File: src/rtl/irqd_pkg.sv
package irqd_pkg;
  parameter int PIN_IDX_W = 8;
  parameter int VEC_W     = 8;

  typedef enum logic [2:0] {
    ACT_IDLE,
    ACT_ASSERT,
    ACT_DEASSERT,
    ACT_REWRITE,
    ACT_RESCAN
  } act_e;

  typedef struct packed {
    act_e                 act;
    logic [PIN_IDX_W-1:0] pin;
    logic                 eoi;
    logic [VEC_W-1:0]     eoiVec;
  } strobe_t;
endpackage

File: src/rtl/irqd_ctrl.sv
module irqd_ctrl
  import irqd_pkg::*;
#(
  parameter int NUM_PINS = 24,
  localparam int PIN_W = $clog2(NUM_PINS)
) (
  input  logic             clk,
  input  logic             rstN,
  input  logic             svcValid,
  input  logic [1:0]       svcKind,
  input  logic [PIN_W-1:0] svcPin,
  input  logic             eoiValid,
  input  logic [VEC_W-1:0] eoiVector,
  output strobe_t          strobe,
  output logic             busy
);
  logic [PIN_W-1:0] ptr;
  logic             pinOk;

  assign pinOk = (int'(svcPin) < NUM_PINS);

  always_comb begin
    strobe        = '0;
    strobe.act    = ACT_IDLE;
    if (busy) begin
      strobe.act = ACT_RESCAN;
      strobe.pin = PIN_IDX_W'(ptr);
    end else begin
      if (svcValid && pinOk) begin
        strobe.pin = PIN_IDX_W'(svcPin);
        unique case (svcKind)
          2'b00:   strobe.act = ACT_DEASSERT;
          2'b01:   strobe.act = ACT_ASSERT;
          2'b10:   strobe.act = ACT_REWRITE;
          default: strobe.act = ACT_IDLE;
        endcase
      end
      if (eoiValid) begin
        strobe.eoi    = 1'b1;
        strobe.eoiVec = eoiVector;
      end
    end
  end

  always_ff @(posedge clk) begin
    if (!rstN) begin
      busy <= 1'b0;
      ptr  <= '0;
    end else if (busy) begin
      if (ptr == PIN_W'(NUM_PINS - 1)) begin
        busy <= 1'b0;
        ptr  <= '0;
      end else begin
        ptr <= ptr + 1'b1;
      end
    end else if (eoiValid) begin
      busy <= 1'b1;
      ptr  <= '0;
    end
  end

  AST_SCAN_STEP: assert property (@(posedge clk) disable iff (!rstN)
    busy && $past(busy) |-> ptr == $past(ptr) + 1'b1);
  AST_SCAN_LIMIT: assert property (@(posedge clk) disable iff (!rstN)
    busy |-> int'(ptr) < NUM_PINS);
  AST_EOI_STARTS: assert property (@(posedge clk) disable iff (!rstN)
    !busy && eoiValid |=> busy && ptr == '0);
endmodule

File: src/rtl/irqd_dpath.sv
module irqd_dpath
  import irqd_pkg::*;
#(
  parameter int NUM_PINS  = 24,
  parameter int TIMER_PIN = 8,
  localparam int PIN_W = $clog2(NUM_PINS)
) (
  input  logic                      clk,
  input  logic                      rstN,
  input  strobe_t                   strobe,
  input  logic [NUM_PINS-1:0]       cfgMask,
  input  logic [NUM_PINS-1:0]       cfgLevelTrig,
  input  logic [NUM_PINS*VEC_W-1:0] cfgVector,
  output logic [NUM_PINS-1:0]       injectPulse,
  output logic                      respValid,
  output logic                      respDelivered
);
  logic [NUM_PINS-1:0] lvlQ, lvlD;
  logic [NUM_PINS-1:0] remQ, remSet, remClrRw, eoiHit;
  logic                tflagQ, tflagSet, tflagClr;
  logic [NUM_PINS-1:0] injD;
  logic                delivered;
  logic [VEC_W-1:0]    vecArr [NUM_PINS];
  logic [PIN_W-1:0]    pIdx;
  logic                pIsTimer, doServe, edgeRepeat, blocked;
  logic                unusedPinHi;

  assign pIdx        = strobe.pin[PIN_W-1:0];
  assign unusedPinHi = ^strobe.pin[PIN_IDX_W-1:PIN_W];
  assign pIsTimer    = (pIdx == PIN_W'(TIMER_PIN));

  for (genvar g = 0; g < NUM_PINS; g++) begin : gVec
    assign vecArr[g] = cfgVector[g*VEC_W +: VEC_W];
    assign eoiHit[g] = strobe.eoi && cfgLevelTrig[g] && (vecArr[g] == strobe.eoiVec);
  end

  assign tflagClr = strobe.eoi && (vecArr[TIMER_PIN] == strobe.eoiVec);

  always_comb begin
    lvlD      = lvlQ;
    remSet    = '0;
    remClrRw  = '0;
    tflagSet  = 1'b0;
    injD      = '0;
    delivered = 1'b0;
    blocked   = 1'b0;
    edgeRepeat = !cfgLevelTrig[pIdx] && lvlQ[pIdx];
    unique case (strobe.act)
      ACT_ASSERT:  doServe = 1'b1;
      ACT_RESCAN:  doServe = lvlQ[pIdx];
      ACT_REWRITE: doServe = cfgLevelTrig[pIdx] && lvlQ[pIdx] && !cfgMask[pIdx];
      default:     doServe = 1'b0;
    endcase
    if (strobe.act == ACT_DEASSERT) lvlD[pIdx] = 1'b0;
    if (strobe.act == ACT_REWRITE && !cfgLevelTrig[pIdx]) remClrRw[pIdx] = 1'b1;
    if (doServe && !edgeRepeat) begin
      lvlD[pIdx] = 1'b1;
      blocked = cfgMask[pIdx] || (cfgLevelTrig[pIdx] && remQ[pIdx]) || (pIsTimer && tflagQ);
      if (!blocked) begin
        injD[pIdx] = 1'b1;
        delivered  = 1'b1;
        if (cfgLevelTrig[pIdx]) remSet[pIdx] = 1'b1;
        else if (pIsTimer)      tflagSet     = 1'b1;
      end
    end
  end

  always_ff @(posedge clk) begin
    if (!rstN) begin
      lvlQ          <= '0;
      remQ          <= '0;
      tflagQ        <= 1'b0;
      injectPulse   <= '0;
      respValid     <= 1'b0;
      respDelivered <= 1'b0;
    end else begin
      lvlQ          <= lvlD;
      remQ          <= (remQ | remSet) & ~(eoiHit | remClrRw);
      tflagQ        <= (tflagQ | tflagSet) & ~tflagClr;
      injectPulse   <= injD;
      respValid     <= (strobe.act == ACT_ASSERT);
      respDelivered <= (strobe.act == ACT_ASSERT) && delivered;
    end
  end

  AST_INJ_ONEHOT: assert property (@(posedge clk) disable iff (!rstN)
    $onehot0(injectPulse));
  AST_DEASSERT_QUIET: assert property (@(posedge clk) disable iff (!rstN)
    strobe.act == ACT_DEASSERT |=> injectPulse == '0);
  AST_MASK_QUIET: assert property (@(posedge clk) disable iff (!rstN)
    (strobe.act == ACT_ASSERT || strobe.act == ACT_RESCAN) && cfgMask[pIdx] |=> injectPulse == '0);
  AST_LEVEL_COALESCE: assert property (@(posedge clk) disable iff (!rstN)
    strobe.act == ACT_ASSERT && cfgLevelTrig[pIdx] && remQ[pIdx] |=> injectPulse == '0 && !respDelivered);
  AST_TIMER_HOLD: assert property (@(posedge clk) disable iff (!rstN)
    strobe.act == ACT_ASSERT && pIsTimer && tflagQ |=> injectPulse == '0);
endmodule

File: src/rtl/irq_delivery_engine.sv
module irq_delivery_engine
  import irqd_pkg::*;
#(
  parameter int NUM_PINS  = 24,
  parameter int TIMER_PIN = 8,
  localparam int PIN_W = $clog2(NUM_PINS)
) (
  input  logic                      clk,
  input  logic                      rstN,
  input  logic                      svcValid,
  input  logic [1:0]                svcKind,
  input  logic [PIN_W-1:0]          svcPin,
  input  logic                      eoiValid,
  input  logic [VEC_W-1:0]          eoiVector,
  input  logic [NUM_PINS-1:0]       cfgMask,
  input  logic [NUM_PINS-1:0]       cfgLevelTrig,
  input  logic [NUM_PINS*VEC_W-1:0] cfgVector,
  output logic [NUM_PINS-1:0]       injectPulse,
  output logic                      respValid,
  output logic                      respDelivered,
  output logic                      busy
);
  strobe_t strobe;

  irqd_ctrl #(.NUM_PINS(NUM_PINS)) uCtrl (
    .clk       (clk),
    .rstN      (rstN),
    .svcValid  (svcValid),
    .svcKind   (svcKind),
    .svcPin    (svcPin),
    .eoiValid  (eoiValid),
    .eoiVector (eoiVector),
    .strobe    (strobe),
    .busy      (busy)
  );

  irqd_dpath #(.NUM_PINS(NUM_PINS), .TIMER_PIN(TIMER_PIN)) uDpath (
    .clk           (clk),
    .rstN          (rstN),
    .strobe        (strobe),
    .cfgMask       (cfgMask),
    .cfgLevelTrig  (cfgLevelTrig),
    .cfgVector     (cfgVector),
    .injectPulse   (injectPulse),
    .respValid     (respValid),
    .respDelivered (respDelivered)
  );

  AST_RESP_NOT_BUSY: assert property (@(posedge clk) disable iff (!rstN)
    busy && $past(busy) |-> !respValid);
endmodule

File: config.mk
export PLATFORM = sky130hd
export DESIGN_NAME = irq_delivery_engine
export DESIGN_NICKNAME = d
export VERILOG_FILES = /design/src/rtl/irqd_pkg.sv /design/src/rtl/irqd_ctrl.sv /design/src/rtl/irqd_dpath.sv /design/src/rtl/irq_delivery_engine.sv
export SDC_FILE = /design/constraint.sdc
export NUM_CORES = 1
export LEC_CHECK = 0
export BUFFER_PORTS_ARGS = -buffer_cell sky130_fd_sc_hd__buf_2
export CAP_MARGIN = 20
export CORE_ASPECT_RATIO = 0.6
export CORE_MARGIN = 2
export CORE_UTILIZATION = 54
export CTS_CLUSTER_SIZE = 28
export DETAILED_ROUTE_END_ITERATION = 6
export PLACE_DENSITY = 0.87
export SYNTH_ARGS = -nofsm -noshare
export SYNTH_HDL_FRONTEND = slang
export SYNTH_SLANG_ARGS = --single-unit
File: constraint.sdc
create_clock -name clk -period 4.1 [get_ports clk]
set_input_delay 0 -clock clk [delete_from_list [all_inputs] [get_ports clk]]
set_output_delay 0 -clock clk [all_outputs]
set_load 0.02 [all_outputs]
==> impl_metrics.env, run 1 <==
export IMPL_hold_path_startpoint="cfgLevelTrig[5]"
export IMPL_htree_levels=3
export IMPL_slew_violations=0
export IMPL_r2r_slack_ns=0.37
export IMPL_path_max_fanout=25
export IMPL_post_cts_buffers=0
export IMPL_finalWirelength_microns=29300
export IMPL_worst_hold_path_type="input port to flip-flop"
export IMPL_avgSynthCellArea_sq_um=7.94
export IMPL_grt_max_degree=34
export IMPL_clkLatencyLatePin_ns=0.35
export IMPL_cts_buffers=9
export IMPL_mostFrequentLayoutCell="buf_2"
export IMPL_cts_sink_count=81
export IMPL_worstMarginPinSlew_ns=1.25
export IMPL_skew_ns=0.00912
export IMPL_rr_worst_depth=9
export IMPL_switching_share=0.366
export IMPL_max_freq_mhz=268
export IMPL_portBuffers=285
export IMPL_top_usage_layer="met2"
export IMPL_final_cell_mix="285 x buf_2, 85 x nand2_1, 81 x dfxtp_1"
export IMPL_num_vias=8783
export IMPL_grt_overflow=0
export IMPL_p_clk_frac=0.330
export IMPL_die_x_microns=154
export IMPL_cts_tree="built"
export IMPL_synth_cells=917
export IMPL_combPwrFrac=0.335
export IMPL_cts_root_buf="clkbuf_16"
export IMPL_startpoint_type="flip-flop"
export IMPL_max_slew_margin_rel=0.158
export IMPL_period_share=0.909
export IMPL_grt_pass1_wl_microns=44400
export IMPL_grtUsageMet3=0.155
export IMPL_syn_area_sq_mm=0.00728
export IMPL_grt_util_met1=0.530
export IMPL_synth_edf_count=0
export IMPL_post_route_util=0.693
export IMPL_p_leak_nw=3.65
export IMPL_io_pins=286
export IMPL_grt_usage=0.394
export IMPL_drc=0
export IMPL_p_int_mw=1.52
export IMPL_cp_arrival_ns=3.95
export IMPL_dr_pass1_iters=6
export IMPL_ys_types=77
export IMPL_grt_setup_unrepaired="no"
export IMPL_gp_congestion=0.990
export IMPL_clk_pin_slew_ns=0.07
export IMPL_drive_gt1_frac=0.310
export IMPL_status="finished, final reports clean"
export IMPL_vias_per_cell=6.56
export IMPL_hold_end="uDpath.remQ[5]$_SDFF_PN0_"
export IMPL_area_growth_pct=24.0
export IMPL_seqPwrFrac=0.334
export IMPL_p_per_area_mw_per_mm2=265
export IMPL_antenna_left=0
export IMPL_ctsHoldBuffers=0
export IMPL_regToRegStartpoint="uCtrl.busy$_SDFF_PN0_"
export IMPL_power_switching_uw=876
export IMPL_hold_depth=4
export IMPL_syn_nets=1180
export IMPL_setup_worst_path_end_class="flip-flop"
export IMPL_seq_area_frac_synth=0.223
export IMPL_drv_cap=0
export IMPL_core_area_sq_mm=0.0130
export IMPL_clockBufferDepth=2
export IMPL_grt_pass1_vias=8134
export IMPL_synth_main_ff_cell="dfxtp_1"
export IMPL_grt_util_met2=0.586
export IMPL_std_cell_rows=32
export IMPL_synth_seq_cells=81
export IMPL_setup_viol=0
export IMPL_ir_drop_v=0.000180
export IMPL_synth_warnings=0
export IMPL_drtIter0Drc=1309
export IMPL_hold_viol=0
export IMPL_required_ns=4.32
export IMPL_antenna_found_initial=0
export IMPL_setup_tns_ns=0
export IMPL_start_util=0.559
export IMPL_path_class="flip-flop to flip-flop"
export IMPL_die_area_sq_mm=0.0145
export IMPL_wire_per_inst_microns=21.9
export IMPL_fin_crit_ns=3.73
export IMPL_n_antenna_cell=0
export IMPL_cts_repair_resized=0
export IMPL_hpwl_microns=22800
export IMPL_die_h_microns=93.9
export IMPL_final_nets=1427
export IMPL_timing_rr_end="uDpath.injectPulse[8]$_SDFF_PP0_"
export IMPL_async_flop_share=0
## metal layers
layer / wire length [microns] / part of all wire
met3: 4770 / 0.16
met2: 12100 / 0.41
met5: 0 / 0
met4: 820 / 0.028
met1: 11700 / 0.40
## cell families after synthesis
kind of cell	synth area share
compound gates	0.315
xor+xnor	0.184
fa+ha+maj	0.00688
buf+inv	0.0579
flops	0.223
mux	0.0182
simple gates	0.195
## power by group through the flow
stage	registers [mW]	logic, mW	clock network [mW]
6_report	0.800	0.802	0.790
3_5_place_dp	0.817	0.765	0
2_1_floorplan	0.817	0.476	0
5_1_grt	0.800	0.848	0.824
4_1_cts	0.799	0.771	0.789
3_3_place_gp	0.817	0.749	0
## cell usage after synthesis (all sizes together) (26+ instances only)
library cell	instances	area [sq um]
nand2	86	325
a211oi	38	375
xor2	76	666
xnor2	77	674
nor3	49	245
o21ai	54	289
nor2	55	214
clkbuf	40	150
buf	32	204
o211ai	34	255
dfxtp	81	1620
a21oi	26	130
## layout make-up
type | instances | area, sq um
inverters | 18 | 67.6
clock inverters | 7 | 61.3
flip-flops and latches | 81 | 1620
repair buffers | 308 | 1600
clock buffers | 9 | 225
multi-input cells | 746 | 5240
fillers | 1085 | 3990
well taps | 170 | 213
## worst max path at each step
stage	from	to	slack [ns]	cells past startpoint
after floorplan	uCtrl.busy$_SDFF_PN0_	uDpath.remQ[10]$_SDFF_PN0_	1.26	9
after CTS	uCtrl.busy$_SDFF_PN0_	uDpath.injectPulse[8]$_SDFF_PP0_	0.50	9
after detailed placement	uCtrl.busy$_SDFF_PN0_	uDpath.injectPulse[8]$_SDFF_PP0_	0.54	9
after global placement	uCtrl.busy$_SDFF_PN0_	flip-flop	0.70	11
after global routing	uCtrl.busy$_SDFF_PN0_	uDpath.remQ[19]$_SDFF_PN0_	0.13	8
final	uCtrl.busy$_SDFF_PN0_	uDpath.injectPulse[8]$_SDFF_PP0_	0.37	9
## worst max-delay path, stage by stage, from the launching register on
cell and delay (ns):
dfxtp_1 0.44, nor2b_1 0.48, a32o_1 0.87, mux4_2 0.43, a211o_1 0.35, nor2_4 0.08, buf_4 0.29, o21ai_2 0.09
buf_4 0.23, nor4_1 0.32
## stage by stage
stage / hold slack [ns] / cell area, sq um / total power, mW / cells / setup WS, ns
after floorplan: 0.216 / 7280 / 1.29 / 917 / 1.26
after global placement: 0.362 / 8740 / 1.57 / 1323 / 0.702
after detailed placement: 0.375 / 8740 / 1.58 / 1323 / 0.536
after CTS: 0.0177 / 9020 / 2.36 / 1339 / 0.498
after global routing: 0.0468 / 9020 / 2.47 / 1339 / 0.135
final: 0.0221 / 9020 / 2.39 / 1339 / 0.371
No activity file was read; power rests on OpenSTA's default activity.
==> run 2: changes to the inputs <==
--- a/config.mk
+++ b/config.mk
@@ -7,12 +7,14 @@
 export LEC_CHECK = 0
 export BUFFER_PORTS_ARGS = -buffer_cell sky130_fd_sc_hd__buf_2
 export CAP_MARGIN = 20
+export CELL_PAD_IN_SITES_DETAIL_PLACEMENT = 1
+export CELL_PAD_IN_SITES_GLOBAL_PLACEMENT = 1
 export CORE_ASPECT_RATIO = 0.6
 export CORE_MARGIN = 2
-export CORE_UTILIZATION = 54
+export CORE_UTILIZATION = 38
 export CTS_CLUSTER_SIZE = 28
 export DETAILED_ROUTE_END_ITERATION = 6
-export PLACE_DENSITY = 0.87
+export PLACE_DENSITY_LB_ADDON = 0.1
 export SYNTH_ARGS = -nofsm -noshare
 export SYNTH_HDL_FRONTEND = slang
 export SYNTH_SLANG_ARGS = --single-unit
==> run 2 against run 1 <==
Effect of this change: sequential power hardly changed; sequential share of layout area is 0.23 points lower; global-route usage is 7.2 points lower; critical endpoint is now uDpath.remQ[5]$_SDFF_PN0_.
==> impl_metrics.env, run 2 (synthesized netlist as in run 1, its figures left out) <==
export IMPL_num_vias=8518
export IMPL_cts_root_buf="clkbuf_16"
export IMPL_gp_congestion=0.903
export IMPL_drive_gt1_frac=0.309
export IMPL_hpwl_microns=26000
export IMPL_p_per_area_mw_per_mm2=263
export IMPL_area_growth_pct=25.6
export IMPL_max_freq_mhz=264
export IMPL_antenna_found_initial=1
export IMPL_grt_usage=0.321
export IMPL_max_slew_margin_rel=0.270
export IMPL_die_h_microns=111
export IMPL_setup_worst_path_end_class="flip-flop"
export IMPL_hold_viol=0
export IMPL_setup_tns_ns=0
export IMPL_dr_pass1_iters=7
export IMPL_hold_depth=3
export IMPL_die_x_microns=183
export IMPL_startpoint_type="flip-flop"
export IMPL_portBuffers=285
export IMPL_crit_path_max_incr_delay_ns=0.95
export IMPL_critical_path_top_delay_family="compound AO/OA/AOI/OAI gates"
export IMPL_final_nets=1428
export IMPL_worstPathCellList="buf_4 > o41ai_2 > o22ai_1 > nor3_1 > a211oi_2 > a22oi_4 > a41oi_1 > a211oi_2"
export IMPL_grt_overflow=0
export IMPL_status="finished, final reports clean"
export IMPL_slew_violations=0
export IMPL_grt_pass1_vias=8536
export IMPL_place_ws_ns=0.404
export IMPL_std_cell_rows=39
export IMPL_hold_end="uDpath.remQ[18]$_SDFF_PN0_"
export IMPL_worst_hold_path_type="input port to flip-flop"
export IMPL_regToRegStartpoint="uCtrl.busy$_SDFF_PN0_"
export IMPL_finalWirelength_microns=33000
export IMPL_skew_ns=0.0140
export IMPL_io_pins=286
export IMPL_cts_tree="built"
export IMPL_vias_per_cell=6.01
export IMPL_crit_buf_inv=1
export IMPL_path_max_fanout=24
export IMPL_fin_crit_ns=3.79
export IMPL_clk_pin_slew_ns=0.06
export IMPL_rr_worst_depth=8
export IMPL_core_area_sq_mm=0.0189
export IMPL_wire_per_inst_microns=23.3
export IMPL_drc=0
export IMPL_cp_arrival_ns=4.06
export IMPL_hold_path_startpoint="cfgLevelTrig[18]"
export IMPL_antenna_left=0
export IMPL_drv_cap=0
export IMPL_setup_viol=0
export IMPL_die_area_sq_mm=0.0203
export IMPL_finalWorstSetupSlack_ns=0.312
export IMPL_cp_common_cell="a211oi_2"
export IMPL_r2r_slack_ns=0.31
export IMPL_clkLatencyLatePin_ns=0.36
export IMPL_mostFrequentLayoutCell="buf_2"
export IMPL_required_ns=4.38
export IMPL_cts_sink_count=81
export IMPL_clockBufferDepth=2
export IMPL_p_leak_nw=3.66
export IMPL_grt_setup_unrepaired="no"
export IMPL_path_class="flip-flop to flip-flop"
export IMPL_drtIter0Drc=627
export IMPL_post_route_util=0.484
export IMPL_grt_max_degree=46
export IMPL_cp_slowest_cell="o41ai_2"
export IMPL_power_mw=2.41
export IMPL_worstMarginPinSlew_ns=1.09
export IMPL_cts_buffers=9
export IMPL_period_share=0.924
export IMPL_start_util=0.385
export IMPL_ir_drop_v=0.000181
export IMPL_grt_pass1_wl_microns=50100
export IMPL_final_cell_mix="285 x buf_2, 85 x nand2_1, 81 x dfxtp_1"
export IMPL_htree_levels=3
export IMPL_timing_rr_end="uDpath.remQ[5]$_SDFF_PN0_"
## run 2: changes by cell type in the layout (fill, tap and decap cells not counted), sizes merged
cell	delta
clkinv	+1
clkinvlp	-1
clkbuf	+2
inv	-2
diode	+1
dlygate4sd3	+1
## run 2: how the worst max path moves through the flow
stage	from	slack, ns	cells past startpoint	endpoint
after detailed placement	uCtrl.busy$_SDFF_PN0_	0.40	7	uDpath.remQ[14]$_SDFF_PN0_
after CTS	uCtrl.busy$_SDFF_PN0_	0.39	7	uDpath.remQ[5]$_SDFF_PN0_
after global placement	uCtrl.busy$_SDFF_PN0_	0.56	7	uDpath.remQ[6]$_SDFF_PN0_
after global routing	uCtrl.busy$_SDFF_PN0_	0.12	7	uDpath.remQ[5]$_SDFF_PN0_
after floorplan	uCtrl.busy$_SDFF_PN0_	1.26	9	uDpath.remQ[10]$_SDFF_PN0_
final	uCtrl.busy$_SDFF_PN0_	0.31	8	uDpath.remQ[5]$_SDFF_PN0_
## run 2: area by class of cell
| class | count | area [sq um] |
|---|---|---|
| multi-input combinational | 746 | 5240 |
| inverter | 18 | 67.6 |
| clock buffer | 11 | 243 |
| sequential | 81 | 1620 |
| tap | 246 | 308 |
| clock inverter | 5 | 38.8 |
| fill | 2436 | 9750 |
| timing repair buffer | 309 | 1620 |
| antenna | 1 | 2.50 |
## run 2: tightest hold or removal path, cell delays in order
cell and delay, ns:
buf_2 0.11, a41o_1 0.16, a211oi_1 0.05
## run 2: what timing repair did
action,4_1_cts,5_1_grt
endpoints found under the hold margin,1,0
hold buffers,1,0
setup buffers,0,0
resized for setup,0,0
## run 2: through the flow
step                hold WS [ns]  instance area (sq um)  std cells
floorplan                  0.216                   7280        917
global placement           0.368                   8840       1399
detailed placement         0.365                   8840       1399
CTS                      0.00720                   9140       1416
global route              0.0377                   9140       1417
finish                    0.0126                   9140       1417
## run 2: per-layer routing
metal | track usage | vias up | part of all wire
li1 | - | 3948 | -
met2 | 0.455 | 409 | 0.41
met3 | 0.0943 | 27 | 0.10
met4 | 0.0608 | 0 | 0.012
met5 | 0 | - | 0
met1 | 0.478 | 4134 | 0.48
## run 2: where the power goes
part | internal, mW | total [mW] | switching [mW] | leakage, nW
sequential | 0.792 | 0.801 | 0.00861 | 0.653
clock | 0.431 | 0.794 | 0.364 | 0.136
combinational | 0.304 | 0.810 | 0.506 | 2.87
==> run 3: changes to the inputs <==
--- a/config.mk
+++ b/config.mk
@@ -12,6 +12,7 @@
 export CORE_ASPECT_RATIO = 0.6
 export CORE_MARGIN = 2
 export CORE_UTILIZATION = 38
+export CTS_BUF_LIST = sky130_fd_sc_hd__clkbuf_16
 export CTS_CLUSTER_SIZE = 28
 export DETAILED_ROUTE_END_ITERATION = 6
 export PLACE_DENSITY_LB_ADDON = 0.1
==> run 3 against run 2 <==
Effect of this change: clock power shrank 3.0%; critical path depth is the same; die area is the same; utilization shrank 0.053 points; global-route usage is essentially flat; clock-buffer cell count shrank 2; worst setup slack is essentially flat; via count is essentially flat; first-iteration DRC count grew 11%; sequential power is essentially flat; sequential share of layout area is essentially flat; critical endpoint unchanged.
==> impl_metrics.env, run 3 (synthesized netlist as in run 1, its figures left out) <==
export IMPL_status="finished, final reports clean"
export IMPL_required_ns=4.37
export IMPL_cts_root_buf="clkbuf_16"
export IMPL_core_area_sq_mm=0.0189
export IMPL_cp_arrival_ns=4.06
export IMPL_drtIter0Drc=697
export IMPL_cts_buffers=9
export IMPL_grtUsageMet3=0.0943
export IMPL_grt_usage=0.322
export IMPL_grt_util_met2=0.456
export IMPL_r2r_slack_ns=0.31
export IMPL_htree_levels=3
export IMPL_hpwl_microns=26000
export IMPL_max_freq_mhz=264
export IMPL_num_vias=8525
export IMPL_hold_viol=0
export IMPL_setup_worst_path_end_class="flip-flop"
export IMPL_area_growth_pct=25.4
export IMPL_slew_violations=0
export IMPL_portBuffers=285
export IMPL_place_ws_ns=0.404
export IMPL_io_pins=286
export IMPL_setup_viol=0
export IMPL_setup_tns_ns=0
export IMPL_vias_per_cell=6.02
export IMPL_seq_area_sq_mm=0.00162
export IMPL_fillers=2439
export IMPL_die_x_microns=183
export IMPL_path_max_fanout=24
export IMPL_grt_util_met1=0.479
export IMPL_p_per_area_mw_per_mm2=261
export IMPL_mostFrequentLayoutCell="buf_2"
export IMPL_drive_gt1_frac=0.308
export IMPL_grt_max_degree=46
export IMPL_antenna_found_initial=1
export IMPL_grt_setup_unrepaired="no"
export IMPL_period_share=0.924
export IMPL_final_cell_mix="285 x buf_2, 85 x nand2_1, 81 x dfxtp_1"
export IMPL_ir_drop_v=0.000178
export IMPL_clkLatencyLatePin_ns=0.36
export IMPL_wire_per_inst_microns=23.3
export IMPL_cts_repair_resized=0
export IMPL_die_h_microns=111
export IMPL_placed_area_sq_mm=0.00884
export IMPL_std_cell_rows=39
export IMPL_dr_pass1_iters=5
export IMPL_worst_hold_path_type="input port to flip-flop"
export IMPL_grt_pass1_vias=8550
export IMPL_clk_pin_slew_ns=0.06
export IMPL_post_cts_buffers=0
export IMPL_stdcell_area_sq_mm=0.00913
export IMPL_skew_ns=0.0114
export IMPL_drv_cap=0
export IMPL_worstMarginPinSlew_ns=1.11
export IMPL_gp_congestion=0.903
export IMPL_cts_sink_count=81
export IMPL_start_util=0.385
export IMPL_max_slew_margin_rel=0.256
export IMPL_die_area_sq_mm=0.0203
export IMPL_cts_tree="built"
export IMPL_finalWorstSetupSlack_ns=0.312
export IMPL_startpoint_type="flip-flop"
export IMPL_top_usage_layer="met1"
export IMPL_finalWirelength_microns=33000
export IMPL_clockBufferDepth=2
export IMPL_grt_overflow=0
export IMPL_multi_input_area_sq_mm=0.00524
export IMPL_drc=0
export IMPL_final_nets=1428
export IMPL_grt_pass1_wl_microns=50200
export IMPL_antenna_left=0
export IMPL_fin_crit_ns=3.79
export IMPL_post_route_util=0.483
export IMPL_path_class="flip-flop to flip-flop"
export IMPL_p_leak_nw=3.65
## run 3: changes by cell type in the layout (fill, tap and decap cells not counted)
cell      before  now
clkinv_1       1    2
inv_1         17   18
clkbuf_1       1    0
clkbuf_8       1    0
## run 3: path summary, 6_finish.rpt
| path | cells after the start | from | to |
|---|---|---|---|
| worst max-delay path | 8 | uCtrl.busy$_SDFF_PN0_ | uDpath.remQ[5]$_SDFF_PN0_ |
| worst min-delay path | 3 | cfgLevelTrig[18] | uDpath.remQ[18]$_SDFF_PN0_ |
| worst max register to register | 8 | uCtrl.busy$_SDFF_PN0_ | uDpath.remQ[5]$_SDFF_PN0_ |
| worst min register to register | 2 | flip-flop | flip-flop |
## run 3: worst max-delay path, stage by stage (launching register included)
cell	delay, ns
dfxtp_1	0.44
buf_4	0.28
o41ai_2	0.96
o22ai_1	0.16
nor3_1	0.49
a211oi_2	0.15
a22oi_4	0.68
a41oi_1	0.28
a211oi_2	0.25
## run 3: final cells by class
cell class                      count  share of cell area
Multi-Input combinational cell    746               0.574
Sequential cell                    81               0.178
Timing Repair Buffer              309               0.178
Tap cell                          246              0.0337
Clock buffer                        9              0.0247
Inverter                           18             0.00740
Clock inverter                      7             0.00507
Antenna cell                        1            0.000274
## run 3: layer usage
metal,wire (microns),up-vias
li1,-,3953
met1,15900,4162
met2,13500,385
met3,3220,25
met4,371,0
met5,0,-
## run 3: power breakdown
group          switching, mW  internal [mW]
logic                  0.507          0.304
clock network          0.361          0.409
registers            0.00838          0.792
## run 3: per-stage QoR
stage                     std cells  power [mW]  hold WS (ns)
after floorplan                 917        1.29         0.216
after global placement         1399        1.60         0.368
after detailed placement       1399        1.61         0.365
after CTS                      1416        2.38       0.00720
after global routing           1417        2.49        0.0360
final                          1417        2.38        0.0147
## run 3: timing repair
item | CTS | global route
hold buffers | 1 | 0
hold endpoints to repair | 1 | 0
endpoints found under the setup margin | 0 | 0
